--- config.mk ---
export PLATFORM = sky130hd
export DESIGN_NAME = phy_mode_resolver
export DESIGN_NICKNAME = d
export VERILOG_FILES = /design/src/rtl/phy_res_pkg.sv /design/src/rtl/phy_mode_decode.sv /design/src/rtl/phy_poll_timer.sv /design/src/rtl/phy_cfg_merge.sv /design/src/rtl/phy_mode_resolver.sv
export SDC_FILE = /design/constraint.sdc
export NUM_CORES = 1
export LEC_CHECK = 0
export ABC_AREA = 1
export CORE_ASPECT_RATIO = 0.7
export CORE_MARGIN = 2
export CORE_UTILIZATION = 50
export CTS_BUF_LIST = sky130_fd_sc_hd__clkbuf_2 sky130_fd_sc_hd__clkbuf_4 sky130_fd_sc_hd__clkbuf_8
export CTS_CLUSTER_SIZE = 20
export DETAILED_ROUTE_END_ITERATION = 8
export DONT_BUFFER_PORTS = 1
export PLACE_DENSITY = 0.71
export SYNTH_ARGS = -nofsm -noshare
export SYNTH_HDL_FRONTEND = slang
export SYNTH_HIERARCHICAL = 1
export SYNTH_SLANG_ARGS = --single-unit
--- constraint.sdc ---
create_clock -name clk -period 2.35 [get_ports clk]
set_clock_uncertainty 0.05 [all_clocks]
set_input_delay 0.1175 -clock clk [delete_from_list [all_inputs] [get_ports clk]]
set_output_delay 0.1175 -clock clk [all_outputs]
set_load 0.05 [all_outputs]
--- src/rtl/phy_res_pkg.sv ---
package phy_res_pkg;

   localparam int MREG_W = 5;

   localparam logic [MREG_W-1:0] MREG_STATUS = 5'd1;
   localparam logic [MREG_W-1:0] MREG_ID     = 5'd2;
   localparam logic [MREG_W-1:0] MREG_EXT17  = 5'd17;
   localparam logic [MREG_W-1:0] MREG_EXT18  = 5'd18;

   typedef enum logic [2:0] {
      KIND_NONE  = 3'd0,
      KIND_S     = 3'd1,
      KIND_A     = 3'd2,
      KIND_M     = 3'd3,
      KIND_Y     = 3'd4,
      KIND_L     = 3'd5,
      KIND_OTHER = 3'd6
   } phy_kind_t;

   typedef enum logic [1:0] {
      SPD_10   = 2'd0,
      SPD_100  = 2'd1,
      SPD_1000 = 2'd2
   } link_spd_t;

   typedef enum logic [2:0] {
      SEQ_START,
      SEQ_SCAN,
      SEQ_ID,
      SEQ_POLL,
      SEQ_WAIT,
      SEQ_MODE,
      SEQ_FIN,
      SEQ_IDLE
   } seq_t;

   function automatic phy_kind_t kind_from_id(input logic [15:0] id);
      case (id)
         16'h0016: return KIND_S;
         16'h0022: return KIND_A;
         16'h0141: return KIND_M;
         16'h0302: return KIND_Y;
         16'h0013: return KIND_L;
         default:  return KIND_OTHER;
      endcase
   endfunction

endpackage

--- src/rtl/phy_mode_decode.sv ---
module phy_mode_decode
   import phy_res_pkg::*;
(
   input  phy_kind_t          kind,
   input  logic [15:0]        vs_word,
   output link_spd_t          spd,
   output logic               fdx,
   output logic [MREG_W-1:0]  vs_reg,
   output logic               has_vs
);

   always_comb begin
      spd    = SPD_10;
      fdx    = 1'b0;
      vs_reg = MREG_EXT18;
      has_vs = 1'b0;
      case (kind)
         KIND_S: begin
            has_vs = 1'b1;
            spd    = vs_word[7] ? SPD_100 : SPD_10;
            fdx    = vs_word[6];
         end
         KIND_A, KIND_Y: begin
            has_vs = 1'b1;
            spd    = vs_word[10] ? SPD_100 : SPD_10;
            fdx    = vs_word[11];
         end
         KIND_M: begin
            has_vs = 1'b1;
            vs_reg = MREG_EXT17;
            case (vs_word[15:14])
               2'b10:   spd = SPD_1000;
               2'b01:   spd = SPD_100;
               default: spd = SPD_10;
            endcase
            fdx = vs_word[13];
         end
         KIND_L: begin
            has_vs = 1'b1;
            vs_reg = MREG_EXT17;
            case (vs_word[15:14])
               2'b11:   spd = SPD_1000;
               2'b10:   spd = SPD_100;
               default: spd = SPD_10;
            endcase
            fdx = vs_word[9];
         end
         default: ;
      endcase
   end

endmodule

--- src/rtl/phy_poll_timer.sv ---
module phy_poll_timer #(
   parameter int DELAY = 1000
) (
   input  logic clk,
   input  logic rst_n,
   input  logic run,
   output logic expired
);

   localparam int CW = (DELAY < 2) ? 1 : $clog2(DELAY + 1);
   localparam logic [CW-1:0] LAST = CW'(DELAY - 1);

   if (DELAY < 1) begin : g_bad_delay
      $error("phy_poll_timer: DELAY must be at least 1");
   end

   logic [CW-1:0] cnt_q;

   assign expired = run && (cnt_q == LAST);

   always_ff @(posedge clk or negedge rst_n) begin
      if (!rst_n)        cnt_q <= '0;
      else if (!run)     cnt_q <= '0;
      else if (!expired) cnt_q <= cnt_q + 1'b1;
   end

endmodule

--- src/rtl/phy_cfg_merge.sv ---
module phy_cfg_merge
   import phy_res_pkg::*;
#(
   parameter int CFG_W     = 32,
   parameter int BIT_10M   = 19,
   parameter int BIT_1000M = 16,
   parameter int BIT_FDX   = 20
) (
   input  logic [CFG_W-1:0] cfg_base,
   input  link_spd_t        spd,
   input  logic             fdx,
   output logic [CFG_W-1:0] cfg_word
);

   localparam logic [CFG_W-1:0] ONE   = CFG_W'(1);
   localparam logic [CFG_W-1:0] M10   = ONE << BIT_10M;
   localparam logic [CFG_W-1:0] M1000 = ONE << BIT_1000M;
   localparam logic [CFG_W-1:0] MFDX  = ONE << BIT_FDX;
   localparam logic [CFG_W-1:0] CLR   = M10 | M1000 | MFDX;

   if (BIT_10M >= CFG_W || BIT_1000M >= CFG_W || BIT_FDX >= CFG_W) begin : g_bad_pos
      $error("phy_cfg_merge: mode bit outside the configuration word");
   end
   if (BIT_10M == BIT_1000M || BIT_10M == BIT_FDX || BIT_1000M == BIT_FDX) begin : g_bad_dup
      $error("phy_cfg_merge: mode bit positions must differ");
   end

   always_comb begin
      cfg_word = cfg_base & ~CLR;
      if (spd == SPD_10)   cfg_word = cfg_word | M10;
      if (spd == SPD_1000) cfg_word = cfg_word | M1000;
      if (fdx)             cfg_word = cfg_word | MFDX;
   end

endmodule

--- src/rtl/phy_mode_resolver.sv ---
module phy_mode_resolver
   import phy_res_pkg::*;
#(
   parameter int ADDR_W          = 5,
   parameter int DATA_W          = 16,
   parameter int CFG_W           = 32,
   parameter int FIRST_ADDR      = 1,
   parameter int LAST_ADDR       = 31,
   parameter int MAX_POLLS       = 4096,
   parameter int POLL_DELAY      = 1000,
   parameter int LINK_BIT        = 2,
   parameter int ONCHIP_LINK_BIT = 18,
   parameter int ONCHIP_100_BIT  = 10,
   parameter int ONCHIP_FDX_BIT  = 11,
   parameter int BIT_10M         = 19,
   parameter int BIT_1000M       = 16,
   parameter int BIT_FDX         = 20
) (
   input  logic              clk,
   input  logic              rst_n,
   input  logic              use_onchip,
   input  logic [CFG_W-1:0]  onchip_status,
   output logic              rd_req,
   output logic [ADDR_W-1:0] rd_phy,
   output logic [MREG_W-1:0] rd_reg,
   input  logic              rd_ack,
   input  logic [DATA_W-1:0] rd_data,
   input  logic [CFG_W-1:0]  cfg_base,
   output logic [CFG_W-1:0]  cfg_word,
   output logic              link_ok,
   output logic [1:0]        speed,
   output logic              full_duplex,
   output logic [2:0]        phy_type,
   output logic              done,
   output logic              no_phy
);

   localparam int PW = $clog2(MAX_POLLS + 1);
   localparam logic [PW-1:0]     POLL_LAST = PW'(MAX_POLLS - 1);
   localparam logic [ADDR_W-1:0] A_FIRST   = ADDR_W'(FIRST_ADDR);
   localparam logic [ADDR_W-1:0] A_LAST    = ADDR_W'(LAST_ADDR);

   if (DATA_W != 16) begin : g_bad_data
      $error("phy_mode_resolver: DATA_W must be 16");
   end
   if (FIRST_ADDR < 1 || FIRST_ADDR > LAST_ADDR || LAST_ADDR >= (1 << ADDR_W)) begin : g_bad_addr
      $error("phy_mode_resolver: scan range does not fit ADDR_W");
   end
   if (MAX_POLLS < 1) begin : g_bad_polls
      $error("phy_mode_resolver: MAX_POLLS must be at least 1");
   end
   if (LINK_BIT >= DATA_W) begin : g_bad_link
      $error("phy_mode_resolver: LINK_BIT outside data word");
   end
   if (ONCHIP_LINK_BIT >= CFG_W || ONCHIP_100_BIT >= CFG_W || ONCHIP_FDX_BIT >= CFG_W) begin : g_bad_onchip
      $error("phy_mode_resolver: on-chip status bit outside word");
   end

   seq_t              state_q;
   logic [ADDR_W-1:0] addr_q;
   phy_kind_t         kind_q;
   logic [PW-1:0]     polls_q;
   logic              link_q;
   link_spd_t         spd_q;
   logic              fdx_q;
   logic              done_q;
   logic              nophy_q;

   link_spd_t          dec_spd;
   logic               dec_fdx;
   logic [MREG_W-1:0]  dec_reg;
   logic               dec_has;
   logic               gap_over;
   logic               id_valid;

   phy_mode_decode i_decode (
      .kind    (kind_q),
      .vs_word (rd_data),
      .spd     (dec_spd),
      .fdx     (dec_fdx),
      .vs_reg  (dec_reg),
      .has_vs  (dec_has)
   );

   phy_poll_timer #(.DELAY(POLL_DELAY)) i_timer (
      .clk     (clk),
      .rst_n   (rst_n),
      .run     (state_q == SEQ_WAIT),
      .expired (gap_over)
   );

   phy_cfg_merge #(
      .CFG_W     (CFG_W),
      .BIT_10M   (BIT_10M),
      .BIT_1000M (BIT_1000M),
      .BIT_FDX   (BIT_FDX)
   ) i_merge (
      .cfg_base (cfg_base),
      .spd      (spd_q),
      .fdx      (fdx_q),
      .cfg_word (cfg_word)
   );

   assign id_valid = (rd_data != {DATA_W{1'b1}}) && (rd_data != {DATA_W{1'b0}});

   assign rd_req = (state_q == SEQ_SCAN) || (state_q == SEQ_ID) ||
                   (state_q == SEQ_POLL) || (state_q == SEQ_MODE);
   assign rd_phy = addr_q;

   always_comb begin
      case (state_q)
         SEQ_ID:   rd_reg = MREG_ID;
         SEQ_MODE: rd_reg = dec_reg;
         default:  rd_reg = MREG_STATUS;
      endcase
   end

   always_ff @(posedge clk or negedge rst_n) begin
      if (!rst_n) begin
         state_q <= SEQ_START;
         addr_q  <= A_FIRST;
         kind_q  <= KIND_NONE;
         polls_q <= '0;
         link_q  <= 1'b0;
         spd_q   <= SPD_10;
         fdx_q   <= 1'b0;
         done_q  <= 1'b0;
         nophy_q <= 1'b0;
      end else begin
         done_q <= 1'b0;
         case (state_q)
            SEQ_START: begin
               if (use_onchip) begin
                  link_q <= onchip_status[ONCHIP_LINK_BIT];
                  if (onchip_status[ONCHIP_LINK_BIT]) begin
                     spd_q <= onchip_status[ONCHIP_100_BIT] ? SPD_100 : SPD_10;
                     fdx_q <= onchip_status[ONCHIP_FDX_BIT];
                  end
                  state_q <= SEQ_FIN;
               end else begin
                  addr_q  <= A_FIRST;
                  state_q <= SEQ_SCAN;
               end
            end
            SEQ_SCAN: if (rd_ack) begin
               if (id_valid) begin
                  state_q <= SEQ_ID;
               end else if (addr_q == A_LAST) begin
                  nophy_q <= 1'b1;
                  state_q <= SEQ_FIN;
               end else begin
                  addr_q <= addr_q + 1'b1;
               end
            end
            SEQ_ID: if (rd_ack) begin
               kind_q  <= kind_from_id(rd_data);
               polls_q <= '0;
               state_q <= SEQ_POLL;
            end
            SEQ_POLL: if (rd_ack) begin
               if (rd_data[LINK_BIT]) begin
                  link_q  <= 1'b1;
                  state_q <= dec_has ? SEQ_MODE : SEQ_FIN;
               end else if (polls_q == POLL_LAST) begin
                  state_q <= SEQ_FIN;
               end else begin
                  polls_q <= polls_q + 1'b1;
                  state_q <= SEQ_WAIT;
               end
            end
            SEQ_WAIT: if (gap_over) state_q <= SEQ_POLL;
            SEQ_MODE: if (rd_ack) begin
               spd_q   <= dec_spd;
               fdx_q   <= dec_fdx;
               state_q <= SEQ_FIN;
            end
            SEQ_FIN: begin
               done_q  <= 1'b1;
               state_q <= SEQ_IDLE;
            end
            default: ;
         endcase
      end
   end

   assign link_ok     = link_q;
   assign speed       = spd_q;
   assign full_duplex = fdx_q;
   assign phy_type    = kind_q;
   assign done        = done_q;
   assign no_phy      = nophy_q;

endmodule

Word level (Yosys, flattened, before mapping)
Index checks and enable logic that the tools add are counted.
Cells by class
  multiplexer cells: 51
  reductions and logical operators: 23
  add/sub/neg operators: 3
  equal/unequal tests: 39
  bitwise logic cells: 1
Operator list (number)
  $mux 13: 4
  $eq 16x5->1 const B: 2
  $ne 2x2->1 const B: 14
  $pmux 13 s2: 1
  $mux 3: 8
  $mux 21: 1
  $pmux 3 s7: 1
  $mux 10: 2
  $mux 20: 1
  $mux 5: 4
  $pmux 5 s2: 2
  $mux 17: 1
  $eq 16x10->1 const B: 1
  $eq 16x6->1 const B: 1
  $eq 16x9->1 const B: 1
  $ne 16x16->1 const B: 1
  $reduce_bool 16->1: 1
  $eq 3x3->1 const B: 5
  $pmux 3 s5: 1
  $mux 2: 7
  $add 13x1->13 const B: 1
  $eq 13x12->1 const B: 1
  $eq 3x2->1 const B: 4
  $pmux 2 s2: 3
  other kinds (25): 49
Storage, ports and cells
  register bits: 40
  logic and storage cells: 127
  output and inout port bits: 52
  bits of input ports: 84

Logic depth before layout (Yosys ltp)
  depth after elaboration: 7
  gate-level depth with buffers: 11
  depth with buffers taken out: 11

Cells and area by module
Netlist, hierarchy kept.
Modules (own cells, without submodules)
  phy_mode_resolver: instances 1, cells an instance 339, area each 2353.5 um^2, seq. area each 752.0 um^2
  phy_poll_timer: instances 1, cells an instance 87, area each 608.1 um^2, seq. area each 250.2 um^2
  phy_cfg_merge: instances 1, cells an instance 33, area each 239.0 um^2, seq. area each 0.0 um^2
  phy_mode_decode: instances 1, cells an instance 34, area each 173.9 um^2, seq. area each 0.0 um^2

Worst setup path before layout
No wires, ideal clock.
  path type: flip-flop to output port
  from: register kind_q[0], in the netlist phy_type[0]
  to: output port rd_reg[0]
  data required time: 2183 ps
  cell stages (with the launch flop): 5
  arrival: 1758 ps
  setup slack: 425 ps
  buffers on the path: 0
  cells stage by stage: dfrtp_1 -> inv_1 -> nor2_4 -> nor2_1 -> nor2_1
Between the ends
  longest elaborated chain between the ends: 4
  elaborated cells on any way between the ends: 5
  those cells by class: eq/ne (2); mux (2); reduce/logical (1)
RTL lines
  start, declared: RTL line phy_mode_resolver.sv:61  | phy_kind_t kind_q;
  start signal, assigned: RTL line phy_mode_resolver.sv:156  | kind_q <= kind_from_id(rd_data);
  $eq 3x2->1 or $eq 3x3->1 (tied branches): RTL line phy_mode_decode.sv:17  | case (kind)
  $reduce_or 2->1 (no line) *
  $mux 2 *: RTL line phy_mode_decode.sv:17
  via dec_reg[0]: RTL line phy_mode_resolver.sv:71  | logic [MREG_W-1:0] dec_reg;
  $pmux 5 s2 *: RTL line phy_mode_resolver.sv:111  | case (state_q)
  end, declared: RTL line phy_mode_resolver.sv:25  | output logic [MREG_W-1:0] rd_reg,
Mark *: on every way through the listed nets, which the timed path passes. The rest lies on a longest branch.

Worst setup path after layout
  from: register state_q[0]
  to: output port rd_reg[1]
Between the ends
  longest elaborated chain between the ends: 2
  elaborated cells on any way between the ends: 3
  those cells by class: eq/ne (2); mux (1)
RTL lines
  start, declared: RTL line phy_mode_resolver.sv:59  | seq_t state_q;
  start signal, assigned: RTL line phy_mode_resolver.sv:163  | state_q <= dec_has ? SEQ_MODE : SEQ_FIN;
  $eq 3x3->1 or $eq 3x2->1 (tied branches): RTL line phy_mode_resolver.sv:111
  $pmux 5 s2 *: RTL line phy_mode_resolver.sv:111
Mark *: on every way between the ends. The rest lies on a longest branch, timed or not.

==> impl_metrics.py <==
metrics = {
    "hold_path": {
        "hp-class": "in -> reg",
        "min_delay_worst_endpoint": "full_duplex",
        "worstHoldPathCells": 4,
        "min_from": "onchip_status[11]",
    },
    "setup_path": {
        "cp_slowest_cell": "dfrtp_1",
        "r2r_setup_slack_ns": 0.35,
        "required_ns": 2.18,
        "crit_path_max_incr_delay_ns": 0.61,
        "timing.setup.critical_path_class": "reg -> out",
        "crit_top_cell": "nand2_1",
        "cp_top_family": "simple AND/OR/NAND/NOR gates",
        "critPathLaunchType": "register",
        "crit_fanout": 10,
        "crit_start": "state_q[0]",
        "crit_path_end_kind": "primary output",
        "path_buf_inv": 2,
        "worstReg2RegStart": "state_q[0]",
        "r2r-end": "state_q[1]",
        "crit_chain": "inv_4 -> nor2_2 -> nand2_2 -> inv_1 -> nand2_1 -> nand2_1",
        "worstRegToRegCells": 8,
        "worstPathArrival_ns": 1.90,
    },
    "run_status": {
        "status": "completed",
    },
    "power_and_ir_drop": {
        "switchingPower_uw": 1570,
        "power_density_mw_per_mm2": 905,
        "p_seq_share_pct": 32.9,
        "p_clk_share_pct": 19.5,
        "finalPower_uw": 3140,
        "p_int_uw": 1570,
        "combPwrFrac_pct": 47.7,
        "swShare_pct": 50.0,
        "peakVddDrop_uv": 489,
        "p_leak_uw": 0.00161,
    },
    "logic_synthesis": {
        "syn_area_per_cell_um2": 6.84,
        "synth_area_mm2": 0.00337,
        "synth_area_leaders": "dfrtp_1 29%, nand2_1 13%, buf_4 7.6%",
        "ys_seq_area_share_pct": 29.7,
        "synth_warnings": 6,
        "synth.most_common_cell": "nand2_1",
        "yosysTopAreaCell": "dfrtp_1",
        "ys_async_sr_fraction_pct": 100,
        "synth_edf_count": 0,
        "yosys-top-cells-count": "121 x nand2_1, 59 x nor2_1, 54 x inv_1, 45 x nand3_1, 39 x dfrtp_1",
        "synthFlopType": "dfrtp_1",
        "synth_cell_type_count": 39,
        "postSynthCellCount": 493,
        "post-synth-top-area-fraction_pct": 28.9,
        "synth-seq-cells": 40,
    },
    "sta": {
        "slew_headroom_pct": 41.4,
        "rsz0062_at_grt": "false",
        "fin_crit_ns": 2.07,
        "report.final.slew_viol_count": 0,
        "period_share_pct": 88.1,
        "max_freq_ghz": 0.483,
        "setup_viol": 0,
        "tightest_slew_ns": 0.875,
        "hold_viol": 0,
        "fin_setup_tns_ns": 0,
    },
    "routing": {
        "first_pass_iters": 5,
        "vias": 2940,
        "drc_errors": 0,
        "drt_iter0_drc": 118,
        "wl_um": 7090,
        "wl_per_cell_um": 12.3,
        "via_per_inst": 5.11,
        "postRouteAntennaNets": 0,
    },
    "global_route": {
        "grt_max_degree": 41,
        "grt_usage_pct": 21.6,
        "grt_pass1_vias": 2951,
        "grt_pass1_wl_um": 12900,
        "antenna_found_initial": 0,
        "grt.overflow.total": 0,
    },
    "floorplanning": {
        "die_w_um": 102,
        "die_area_mm2": 0.00743,
        "initial_core_util_pct": 50.9,
        "die_y_um": 72.7,
        "coreArea_mm2": 0.00663,
        "row_count": 25,
        "pin_count": 136,
    },
    "clocking": {
        "cts.path.max_buffers": 2,
        "cts_sinks": 40,
        "cts_root_buffer": "clkbuf_8",
        "postCtsSetupRepairBufs": 0,
        "htree_num_levels": 2,
        "path_clk_slew_ns": 0.08,
        "clk_latency_ns": 0.31,
        "cts_buffers": 5,
        "ctsResizeCount": 0,
        "cts_tree": "done",
        "cts_hold_buf": 4,
    },
    "flow_run": {
        "drv_cap": 0,
    },
    "placed_design": {
        "dp.cells": 563,
        "port_buffers": 0,
        "dp_hpwl_um": 5410,
        "place_congestion": 0.869,
    },
    "layout": {
        "nFillCells": 666,
        "multi_input_area_mm2": 0.00181,
        "areaGrowthSynthToFinish_pct": 2.86,
        "diodes": 0,
        "stdcell_count": 575,
        "seq_area_mm2": 0.00100,
        "final_nets": 568,
        "fin_util_pct": 52.3,
        "drive_gt1_share_pct": 18.7,
    },
}
## cell type report
cell class / count / area share (%)
multi-input cells: 347 / 52.2
flip-flops and latches: 40 / 28.9
inverters: 67 / 7.32
repair buffers: 19 / 4.69
well taps: 94 / 3.39
clock buffers: 6 / 2.38
clock inverters: 2 / 1.12
## routing by layer
layer / vias up / part of all wire, % / global-route usage [%]
met5: - / 0 / 0
li1: 1518 / - / -
met4: 0 / 1.2 / 5.78
met3: 9 / 5.1 / 5.65
met1: 1352 / 50 / 30.5
met2: 61 / 44 / 32.8
## how the worst max path moves through the flow
| stage | to | slack (ns) | depth (start not counted) |
|---|---|---|---|
| final | rd_reg[1] | 0.28 | 6 |
| after global routing | rd_reg[1] | 0.12 | 6 |
| after CTS | rd_reg[1] | 0.27 | 6 |
| after detailed placement | state_q[1] | 0.43 | 8 |
| after global placement | state_q[1] | 0.48 | 8 |
| after floorplan | rd_reg[0] | 0.42 | 4 |
## cells in the final DEF (no fill, tap or decap), drive strengths merged
cell type	count
o211ai	3
dfrtp	39
nand2	131
nor3b	1
clkbuf	6
conb	3
nor2	75
bufinv	1
buf	16
nand3b	1
inv	67
nand4	22
and3	1
o21bai	2
xnor2	2
o21ai	29
o22ai	2
dfstp	1
nor2b	1
a21oi	6
a31o	1
dlygate4sd3	3
nand3	52
ha	4
clkinv	1
xor2	3
nor3	8
## flip-flops by register name, indices dropped and copies added, names as in the netlist, 2 cells and up
name and cells:
rd_phy 5, phy_type 3, state_q 3, polls_q 13, speed 2, i_timer/cnt_q 10
## power by group through the flow
| stage | combinational, µW | clock (µW) | sequential (µW) |
|---|---|---|---|
| 2_1_floorplan | 1260 | 0 | 1110 |
| 3_3_place_gp | 1430 | 0 | 1040 |
| 3_5_place_dp | 1460 | 0 | 1040 |
| 4_1_cts | 1500 | 625 | 1030 |
| 5_1_grt | 1660 | 661 | 1050 |
| 6_report | 1500 | 611 | 1030 |
## metrics by stage
stage	hold slack (ns)	instance area (µm²)	worst slack, ns
after global routing	0.0362	3470	0.124
after floorplan	-0.228	3380	0.425
after detailed placement	-0.227	3300	0.426
after CTS	0.000846	3470	0.274
after global placement	-0.227	3300	0.479
final	0.00875	3470	0.281
## worst min-delay path, stage by stage
cell and delay, ns:
nand2_1 0.03, nand2_1 0.06, nand2_1 0.05, o21ai_1 0.06
## kinds of logic after synthesis
group / count (synthesis) / share of synthesized area, %
other: 2 / 0.223
AND/OR/NAND/NOR: 292 / 42.4
flip-flops: 40 / 29.7
adder cells (fa/ha/maj): 4 / 1.48
buffers and inverters: 107 / 16.7
XOR/XNOR: 5 / 1.30
AO/OA/AOI/OAI: 43 / 8.19
Note: power is estimated with default switching activity, not from simulation.
